**src/rtl/mbx_irq_pkg.sv**
```systemverilog
package mbx_irq_pkg;
  localparam int unsigned NUM_PORTS = 2;
  localparam int unsigned PORT_L = 0;
  localparam int unsigned PORT_R = 1;

  // qualified mailbox events produced by one port
  typedef struct packed {
    logic set_peer;  // write to the other port's mailbox, not busy
    logic clr_own;   // read of own mailbox, not busy
  } mbx_evt_t;
endpackage

```
**src/rtl/mbx_port_decode.sv**
```systemverilog
module mbx_port_decode
  import mbx_irq_pkg::*;
#(
  parameter int unsigned ADDR_W = 15,
  parameter bit IS_RIGHT = 1'b0
) (
  input  logic              en_n,
  input  logic              we_n,
  input  logic              oe_n,
  input  logic              busy_n,
  input  logic [ADDR_W-1:0] addr,
  output mbx_evt_t          evt
);
  localparam logic [ADDR_W-1:0] BOX_R = {ADDR_W{1'b1}};
  localparam logic [ADDR_W-1:0] BOX_L = BOX_R - 1'b1;
  localparam logic [ADDR_W-1:0] OWN_BOX  = IS_RIGHT ? BOX_R : BOX_L;
  localparam logic [ADDR_W-1:0] PEER_BOX = IS_RIGHT ? BOX_L : BOX_R;

  logic wr_cyc, rd_cyc;

  always_comb begin
    wr_cyc = !en_n && !we_n;
    rd_cyc = !en_n && we_n && !oe_n;
    evt.set_peer = wr_cyc && busy_n && (addr == PEER_BOX);
    evt.clr_own  = rd_cyc && busy_n && (addr == OWN_BOX);
  end
endmodule

```
**src/rtl/mbx_irq_flag.sv**
```systemverilog
module mbx_irq_flag (
  input  logic clk,
  input  logic rst_n,
  input  logic set_i,
  input  logic clr_i,
  output logic irq_n
);
  always_ff @(posedge clk or negedge rst_n) begin
    if (!rst_n)     irq_n <= 1'b1;
    else if (set_i) irq_n <= 1'b0;
    else if (clr_i) irq_n <= 1'b1;
  end
endmodule

```
**src/rtl/mbx_irq_ctrl.sv**
```systemverilog
module mbx_irq_ctrl
  import mbx_irq_pkg::*;
#(
  parameter int unsigned ADDR_W = 15
) (
  input  logic              clk,
  input  logic              rst_n,
  input  logic              l_en_n,
  input  logic              l_we_n,
  input  logic              l_oe_n,
  input  logic              l_busy_n,
  input  logic [ADDR_W-1:0] l_addr,
  input  logic              r_en_n,
  input  logic              r_we_n,
  input  logic              r_oe_n,
  input  logic              r_busy_n,
  input  logic [ADDR_W-1:0] r_addr,
  output logic              irq_l_n,
  output logic              irq_r_n
);
  logic [NUM_PORTS-1:0]             en_n_v, we_n_v, oe_n_v, busy_n_v, irq_n_v;
  logic [NUM_PORTS-1:0][ADDR_W-1:0] addr_v;
  mbx_evt_t [NUM_PORTS-1:0]         evt_v;

  assign en_n_v   = {r_en_n, l_en_n};
  assign we_n_v   = {r_we_n, l_we_n};
  assign oe_n_v   = {r_oe_n, l_oe_n};
  assign busy_n_v = {r_busy_n, l_busy_n};
  assign addr_v   = {r_addr, l_addr};

  for (genvar p = 0; p < NUM_PORTS; p++) begin : g_port
    mbx_port_decode #(
      .ADDR_W  (ADDR_W),
      .IS_RIGHT(p == PORT_R)
    ) dec_i (
      .en_n  (en_n_v[p]),
      .we_n  (we_n_v[p]),
      .oe_n  (oe_n_v[p]),
      .busy_n(busy_n_v[p]),
      .addr  (addr_v[p]),
      .evt   (evt_v[p])
    );

    // interrupt p is set by the opposite port and cleared by its owner
    mbx_irq_flag flag_i (
      .clk  (clk),
      .rst_n(rst_n),
      .set_i(evt_v[NUM_PORTS-1-p].set_peer),
      .clr_i(evt_v[p].clr_own),
      .irq_n(irq_n_v[p])
    );
  end

  assign irq_l_n = irq_n_v[PORT_L];
  assign irq_r_n = irq_n_v[PORT_R];
endmodule

```
**config.mk**
```make
export PLATFORM = sky130hd
export DESIGN_NAME = mbx_irq_ctrl
export DESIGN_NICKNAME = d
export VERILOG_FILES = /design/src/rtl/mbx_irq_pkg.sv /design/src/rtl/mbx_port_decode.sv /design/src/rtl/mbx_irq_flag.sv /design/src/rtl/mbx_irq_ctrl.sv
export SDC_FILE = /design/constraint.sdc
export NUM_CORES = 1
export LEC_CHECK = 0
export BUFFER_PORTS_ARGS = -buffer_cell sky130_fd_sc_hd__buf_2
export CAP_MARGIN = 20
export CORE_AREA = 5 5 42 44
export CTS_BUF_LIST = sky130_fd_sc_hd__clkbuf_4 sky130_fd_sc_hd__clkbuf_8
export CTS_CLUSTER_SIZE = 14
export DETAILED_ROUTE_END_ITERATION = 10
export DIE_AREA = 0 0 47 49
export GPL_TIMING_DRIVEN = 0
export HOLD_SLACK_MARGIN = 0.02
export PLACE_DENSITY_LB_ADDON = 0.3
export SETUP_SLACK_MARGIN = 0.02
export SYNTH_ARGS = -nofsm -noshare
export SYNTH_HDL_FRONTEND = slang
export SYNTH_SLANG_ARGS = --single-unit
```
**constraint.sdc**
```tcl
create_clock -name clk -period 0.8 [get_ports clk]
set_input_delay 0.24 -clock clk [delete_from_list [all_inputs] [get_ports clk]]
set_output_delay 0.24 -clock clk [all_outputs]
set_load 0.01 [all_outputs]
```
==> results of run 1 <==
cells by family (layout without fill, tap and decap cells):
logic type / after synthesis / in the layout
DFF: 2 / 2
AOI/OAI and AO/OA: 4 / 4
and+or+nand+nor: 14 / 14
buffers and inverters: 1 / 46
layout by cell type, fill, tap and decap left out:
master         count
buf_2             39
nand4_1            6
nor2_1             3
clkbuf_4           3
nand4b_1           2
nor4_2             2
a31oi_1            2
a21oi_1            2
dfstp_2            2
buf_6              2
inv_1              1
nand2_1            1
dlygate4sd3_1      1
layer usage:
layer	vias up	wire, um	global-route usage [%]
met5	-	0	0
met4	0	0	1.38
met3	0	320	8.49
li1	180	-	-
met2	44	287	11.1
met1	133	257	7.89
power by group:
part           total [W]  switching [W]  internal [W]
combinational   0.000114      0.0000364     0.0000772
sequential      0.000102   0.0000000134      0.000102
clock           0.000227      0.0000613      0.000166
cell type report:
type	instances	area, um^2	area share [%]
multi-input combinational	18	118	26.5
inverter	1	3.75	0.845
timing repair buffer	42	228	51.3
tap	16	20.0	4.51
sequential	2	52.6	11.8
clock buffer	3	22.5	5.07
per-stage QoR:
stage / utilization, % / std cells / area, um^2 / hold WS, ns / power (W)
global placement: 28.5 / 78 / 399 / 0.192 / 0.000213
global route: 31.7 / 82 / 444 / 0.204 / 0.000484
finish: 31.7 / 82 / 444 / 0.192 / 0.000443
CTS: 31.7 / 82 / 444 / 0.186 / 0.000458
floorplan: - / 21 / 174 / 0.0922 / 0.000118
detailed placement: 28.5 / 78 / 399 / 0.199 / 0.000214
worst max-delay path by stage:
stage	startpoint	endpoint	slack (ns)	depth (start not counted)
finish	g_port[0].flag_i.irq_n$_DFFE_PN1P_	irq_l_n	-0.30	1
global route	g_port[0].flag_i.irq_n$_DFFE_PN1P_	irq_l_n	-0.33	1
CTS	g_port[0].flag_i.irq_n$_DFFE_PN1P_	irq_l_n	-0.31	1
detailed placement	r_addr[3]	g_port[1].flag_i.irq_n$_DFFE_PN1P_	-0.32	5
global placement	r_addr[3]	g_port[1].flag_i.irq_n$_DFFE_PN1P_	-0.33	5
floorplan	r_addr[3]	g_port[1].flag_i.irq_n$_DFFE_PN1P_	-0.13	4
repair_timing:
| action | CTS | global route |
|---|---|---|
| gates cloned | 0 | 0 |
| hold buffers | 1 | 0 |
| hold endpoints to repair | 2 | 0 |
| setup endpoints to repair | 4 | 4 |
| resized for setup | 2 | 0 |
| pin swaps | 0 | 0 |
==> qor.json, run 1 <==
{
  "run_status": "finished, violations left",
  "failed_checks": "setup timing",
  "finalSetupViolCount": 4,
  "clkSinkCount": 2,
  "route.vias.total": 357,
  "grt_pass1_vias": 359,
  "setup_slack_of_the_most_critical_reg_to_reg_path_ns": 0.01,
  "worst_r2r_path_depth": 2,
  "cp_cell_sequence": "buf_6",
  "finalWirelength_um": 865,
  "ys_seq_elements": 2,
  "async_flop_share_pct": 100,
  "static-leakage-power_nw": 0.229,
  "global_route_wire_length_before_repair_um": 1270,
  "synthToLayoutAreaGrowth_pct": 155,
  "grt_start_max_net_pins": 3,
  "share_of_the_synthesized_area_in_compound_gates_ao_oa_aoi_oai_pct": 12.9,
  "cts-buffers-inserted": 3,
  "peakVddDrop_v": 0.000509,
  "worstReg2RegEnd": "g_port[0].flag_i.irq_n$_DFFE_PN1P_",
  "grt_remaining_overflow": 0,
  "post-synth-top-count-cell": "nand4_1",
  "synth_enable_flop_cells": 0,
  "die_y_um": 49,
  "ys_seq_area_share_pct": 30.2,
  "drt-wirelength-per-cell_um": 10.5,
  "post_synth_instance_area_um2": 174,
  "warning_count_from_the_yosys_run": 0,
  "layout_setup_ws_ns": -0.301,
  "grt_antenna_before_repair": 0,
  "synthMuxAreaShare_pct": 0,
  "layout-drive-gt1-share_pct": 72.7,
  "critical_path.reg2reg.startpoint": "g_port[0].flag_i.irq_n$_DFFE_PN1P_",
  "slew_headroom_pct": 81.6,
  "worstPathBufferInverterCount": 1,
  "final_net_count": 108,
  "finalCriticalPeriod_ns": 1.10,
  "max_flop_register": "g_port.flag_i.irq_n",
  "syn-num-nets": 61,
  "biggestRegsByFlops": "g_port.flag_i.irq_n (2)",
  "timing.critical_path.slowest_cell_delay_ns": 0.53,
  "timing.critical_path.from_type": "flip-flop",
  "clk_latency_ns": 0.23,
  "pre_cts_worst_setup_slack_ns": -0.320,
  "critPathRequiredTime_ns": 0.56,
  "synth-simple-area-share_pct": 54.7,
  "ys_dominant_reg_cell": "dfstp_2",
  "hold_startpoint": "l_addr[0]",
  "slowest_stage": "dfstp_2",
  "timing.fmax_mhz": 908,
  "avgSynthCellArea_um2": 8.28,
  "leading_post_synthesis_cells_by_instance_count": "nand4_1, nor2_1",
  "final_min_period_over_clock_period_pct": 138,
  "drtPass1Iterations": 4,
  "max_cap_viol": 0,
  "crit_arrival_ns": 0.86,
  "synth-adder-area-share_pct": 0,
  "total_drc_errors_in_the_routed_layout": 0,
  "drt.antenna.violating_nets": 0,
  "numPortBuffers": 41,
  "synthDominantCellAreaShare_pct": 30.2,
  "synth_area_leader_cell": "dfstp_2",
  "floorplan.initialDensity_pct": 12.4,
  "finalSetupTns_ns": -0.728,
  "min_path_type": "in2reg",
  "num_rows": 14,
  "clock_skew_ns": 0,
  "postCtsSetupBuffers": 0,
  "die_width_um": 47,
  "min_delay_worst_endpoint": "g_port[1].flag_i.irq_n$_DFFE_PN1P_",
  "largest_reg_flops": 2,
  "tightest_slew_ns": 0.273,
  "synth_xor_xnor_area_share_pct": 0,
  "design.portCount": 42,
  "syn_inst": 21,
  "fp.coreArea_um2": 1400,
  "clock_pin_slew_on_the_worst_setup_and_hold_paths_ns": 0.03,
  "rsz0062_at_grt": "true",
  "die_ar_um2": 2300,
  "ys_types": 9,
  "place.gp.congestion": 0.727,
  "synth_top_family_by_area": "simple AND/OR/NAND/NOR gates",
  "detail_route.iter0.violations": 5,
  "cp-end-kind": "output port",
  "vias_per_cell": 4.35,
  "groute.usage.overall_pct": 7.81,
  "timing.setup.critical_path_class": "reg2out",
  "antenna_cells_inserted": 0,
  "worstHoldPathCells": 2,
  "synth.top_cells.by_area": "dfstp_2, nand4_1, nor4_2, nand4b_1, a31oi_1",
  "critical-path-top-delay-family": "flip-flops",
  "cts_root_buffer": "clkbuf_4",
  "finalHoldViolCount": 0,
  "tritoncts": "yes",
  "report.final.slew_viol_count": 0,
  "pwr_density_cell_nw_per_um2": 998,
  "nFillCells": 158,
  "clk_path_buf_depth": 2,
  "timing.critical_path.fanout_max": 2,
  "htree_num_levels": 1
}
(Power assumes the default switching activity.)
==> run 2, diff against run 1 <==
--- a/config.mk
+++ b/config.mk
@@ -14,7 +14,7 @@
 export DIE_AREA = 0 0 47 49
 export GPL_TIMING_DRIVEN = 0
 export HOLD_SLACK_MARGIN = 0.02
-export PLACE_DENSITY_LB_ADDON = 0.3
+export PLACE_DENSITY = 0.54
 export SETUP_SLACK_MARGIN = 0.02
 export SYNTH_ARGS = -nofsm -noshare
 export SYNTH_HDL_FRONTEND = slang
==> run 2 against run 1 <==
  * The run still ends with setup timing left
  * Core utilization is 1.3 points higher
  * Sequential share of layout area decreased by 0.48 points
  * Via count shrank 1.1%
  * Non-clock buffer count is the same
  * Critical path depth unchanged
  * Final cell count did not move
  * Largest cell class unchanged
  * Largest power group unchanged
  * Highest routed layer unchanged
==> qor.json, run 2 (same netlist as run 1, synthesis figures left out) <==
{
  "global_route_wire_length_before_repair": {"value": 1320, "unit": "um", "change": "+3.8%"},
  "die_width": {"value": 47, "unit": "um", "change": "unchanged"},
  "tightest_slew": {"value": 0.280, "unit": "ns", "change": "+0.00636 ns"},
  "final_cell_mix": "buf_2, nand4_1, buf_6",
  "die_ar": {"value": 2300, "unit": "um^2", "change": "unchanged"},
  "synthToLayoutAreaGrowth_pct": 166,
  "biggestRegsByFlops": "g_port.flag_i.irq_n (2)",
  "placement.cell_area": {"value": 399, "unit": "um^2", "change": "unchanged"},
  "pwr_density_cell": {"value": 984, "unit": "nW/um^2", "change": "-1.4%"},
  "slowest_stage": "dfstp_2",
  "finalSetupViolCount": {"value": 4, "change": "unchanged"},
  "clock_pin_slew_on_the_worst_setup_and_hold_paths": {"value": 0.03, "unit": "ns", "change": "about the same"},
  "drt-wirelength-per-cell": {"value": 10.6, "unit": "um", "change": "+0.46%"},
  "global_route.usage.met2": {"value": 14.0, "unit": "%", "change": "+2.9 points"},
  "drt.antenna.violating_nets": {"value": 0, "change": "unchanged"},
  "timing.setup.critical_path_class": "reg2out",
  "finalHoldViolCount": {"value": 0, "change": "unchanged"},
  "power": {"value": 0.000455, "unit": "W", "change": "+2.8%"},
  "timing.critical_path.fanout_max": {"value": 2, "change": "unchanged"},
  "numPortBuffers": {"value": 41, "change": "unchanged"},
  "sequential_area": {"value": 52.6, "unit": "um^2", "change": "unchanged"},
  "antenna_cells_inserted": {"value": 0, "change": "unchanged"},
  "met1_usage": {"value": 7.24, "unit": "%", "change": "-0.66 points"},
  "run_status": "finished, violations left",
  "report.final.slew_viol_count": {"value": 0, "change": "unchanged"},
  "floorplan.initialDensity": {"value": 12.4, "unit": "%", "change": "unchanged"},
  "design.portCount": {"value": 42, "change": "unchanged"},
  "finalSetupTns": {"value": -0.700, "unit": "ns", "change": "+0.0281 ns"},
  "grt_remaining_overflow": {"value": 0, "change": "unchanged"},
  "cp-end-kind": "output port",
  "finalWirelength": {"value": 869, "unit": "um", "change": "+0.46%"},
  "cts_root_buffer": "clkbuf_4",
  "largest_reg_flops": {"value": 2, "change": "unchanged"},
  "drtPass1Iterations": {"value": 3, "change": "-1"},
  "slew_headroom": {"value": 81.2, "unit": "%", "change": "-0.43 points"},
  "postCtsSetupBuffers": {"value": 0, "change": "unchanged"},
  "vias_per_cell": {"value": 4.30, "change": "-1.1%"},
  "groute.usage.overall": {"value": 8.23, "unit": "%", "change": "+0.42 points"},
  "grt_pass1_vias": {"value": 387, "change": "+7.8%"},
  "layout-drive-gt1-share": {"value": 72.7, "unit": "%", "change": "unchanged"},
  "final_min_period_over_clock_period": {"value": 137, "unit": "%", "change": "-0.91 points"},
  "setup_slack_of_the_most_critical_reg_to_reg_path": {"value": 0.01, "unit": "ns", "change": "about the same"},
  "failed_checks": "setup timing",
  "top_usage_layer": "met2",
  "cts-buffers-inserted": {"value": 3, "change": "unchanged"},
  "crit_arrival": {"value": 0.85, "unit": "ns", "change": "about the same"},
  "num_rows": {"value": 14, "change": "unchanged"},
  "clock_skew": {"value": 0, "unit": "ns", "change": "unchanged"},
  "min_path_type": "in2reg",
  "nFillCells": {"value": 168, "change": "+6.3%"},
  "max_cap_viol": {"value": 0, "change": "unchanged"},
  "critPathRequiredTime": {"value": 0.56, "unit": "ns", "change": "about the same"},
  "detail_route.iter0.violations": {"value": 1, "change": "-4"},
  "clk_latency": {"value": 0.22, "unit": "ns", "change": "about the same"},
  "clkSinkCount": {"value": 2, "change": "unchanged"},
  "area_of_the_multi_input_gates": {"value": 118, "unit": "um^2", "change": "unchanged"},
  "place.gp.congestion": {"value": 0.605, "change": "-17%"},
  "fp.coreArea": {"value": 1400, "unit": "um^2", "change": "unchanged"},
  "rsz0062_at_grt": "true",
  "max_flop_register": "g_port.flag_i.irq_n",
  "htree_num_levels": {"value": 1, "change": "unchanged"},
  "total_drc_errors_in_the_routed_layout": {"value": 0, "change": "unchanged"},
  "cp_cell_sequence": "buf_6",
  "area_of_all_placed_cells_without_fillers": {"value": 463, "unit": "um^2", "change": "+4.2%"},
  "peakVddDrop": {"value": 0.000594, "unit": "V", "change": "+17%"},
  "die_y": {"value": 49, "unit": "um", "change": "unchanged"},
  "finish.utilization": {"value": 33.0, "unit": "%", "change": "+1.3 points"},
  "route.vias.total": {"value": 353, "change": "-1.1%"},
  "grt_start_max_net_pins": {"value": 3, "change": "unchanged"},
  "finalCriticalPeriod": {"value": 1.09, "unit": "ns", "change": "-0.00728 ns"},
  "global_route.usage.met3": {"value": 3.69, "unit": "%", "change": "-4.8 points"},
  "post-dp-hpwl_um": 791,
  "static-leakage-power": {"value": 0.236, "unit": "nW", "change": "+2.8%"},
  "timing.fmax": {"value": 915, "unit": "MHz", "change": "+0.67%"},
  "layout.cells.most_common": "buf_2",
  "final_net_count": {"value": 108, "change": "unchanged"},
  "tritoncts": "yes",
  "grt_antenna_before_repair": {"value": 0, "change": "unchanged"},
  "critical-path-top-delay-family": "flip-flops",
  "worstPathBufferInverterCount": {"value": 1, "change": "unchanged"},
  "timing.critical_path.slowest_cell_delay": {"value": 0.53, "unit": "ns", "change": "about the same"},
  "layout_setup_ws": {"value": -0.293, "unit": "ns", "change": "+0.00728 ns"},
  "clk_path_buf_depth": {"value": 2, "change": "unchanged"},
  "timing.critical_path.from_type": "flip-flop"
}
==> run 2: power breakdown <==
group          internal, W  leakage (nW)  switching [W]
logic            0.0000859         0.201      0.0000360
clock network     0.000166        0.0138      0.0000651
registers         0.000102        0.0206   0.0000000129
total             0.000354         0.236       0.000101
==> run 2: layout make-up <==
class                           count  area share, %
Multi-Input combinational cell     18           25.4
Inverter                            1          0.811
Clock buffer                        3           4.86
Tap cell                           16           4.32
Timing Repair Buffer               42           53.2
Sequential cell                     2           11.4
==> run 2: path summary, 6_finish.rpt <==
kind / startpoint / end / cells after the start
worst max register to register: g_port[1].flag_i.irq_n$_DFFE_PN1P_ / g_port[1].flag_i.irq_n$_DFFE_PN1P_ / 2
worst min register to register: g_port[1].flag_i.irq_n$_DFFE_PN1P_ / g_port[1].flag_i.irq_n$_DFFE_PN1P_ / 2
max in group asynchronous: rst_n / g_port[0].flag_i.irq_n$_DFFE_PN1P_ / 2
worst max-delay path: g_port[1].flag_i.irq_n$_DFFE_PN1P_ / irq_r_n / 1
min in group asynchronous: rst_n / g_port[1].flag_i.irq_n$_DFFE_PN1P_ / 2
worst min-delay path: l_addr[0] / g_port[1].flag_i.irq_n$_DFFE_PN1P_ / 2
==> run 2: per-layer routing <==
metal / routed length [um] / part of all wire, %
met5: 0 / 0
met4: 0 / 0
met3: 139 / 16
met2: 475 / 55
met1: 254 / 29
==> run 2: through the flow <==
step | cells | hold WS [ns] | setup slack, ns
floorplan | 21 | 0.0922 | -0.127
global placement | 78 | 0.192 | -0.336
detailed placement | 78 | 0.197 | -0.335
CTS | 82 | 0.173 | -0.300
global route | 82 | 0.178 | -0.319
finish | 82 | 0.175 | -0.293
==> run 2: what timing repair did <==
action                     4_1_cts  5_1_grt
gates resized for setup          5        0
pin swaps                        1        1
hold endpoints to repair         2        0
hold buffers                     1        0
setup endpoints to repair        4        4
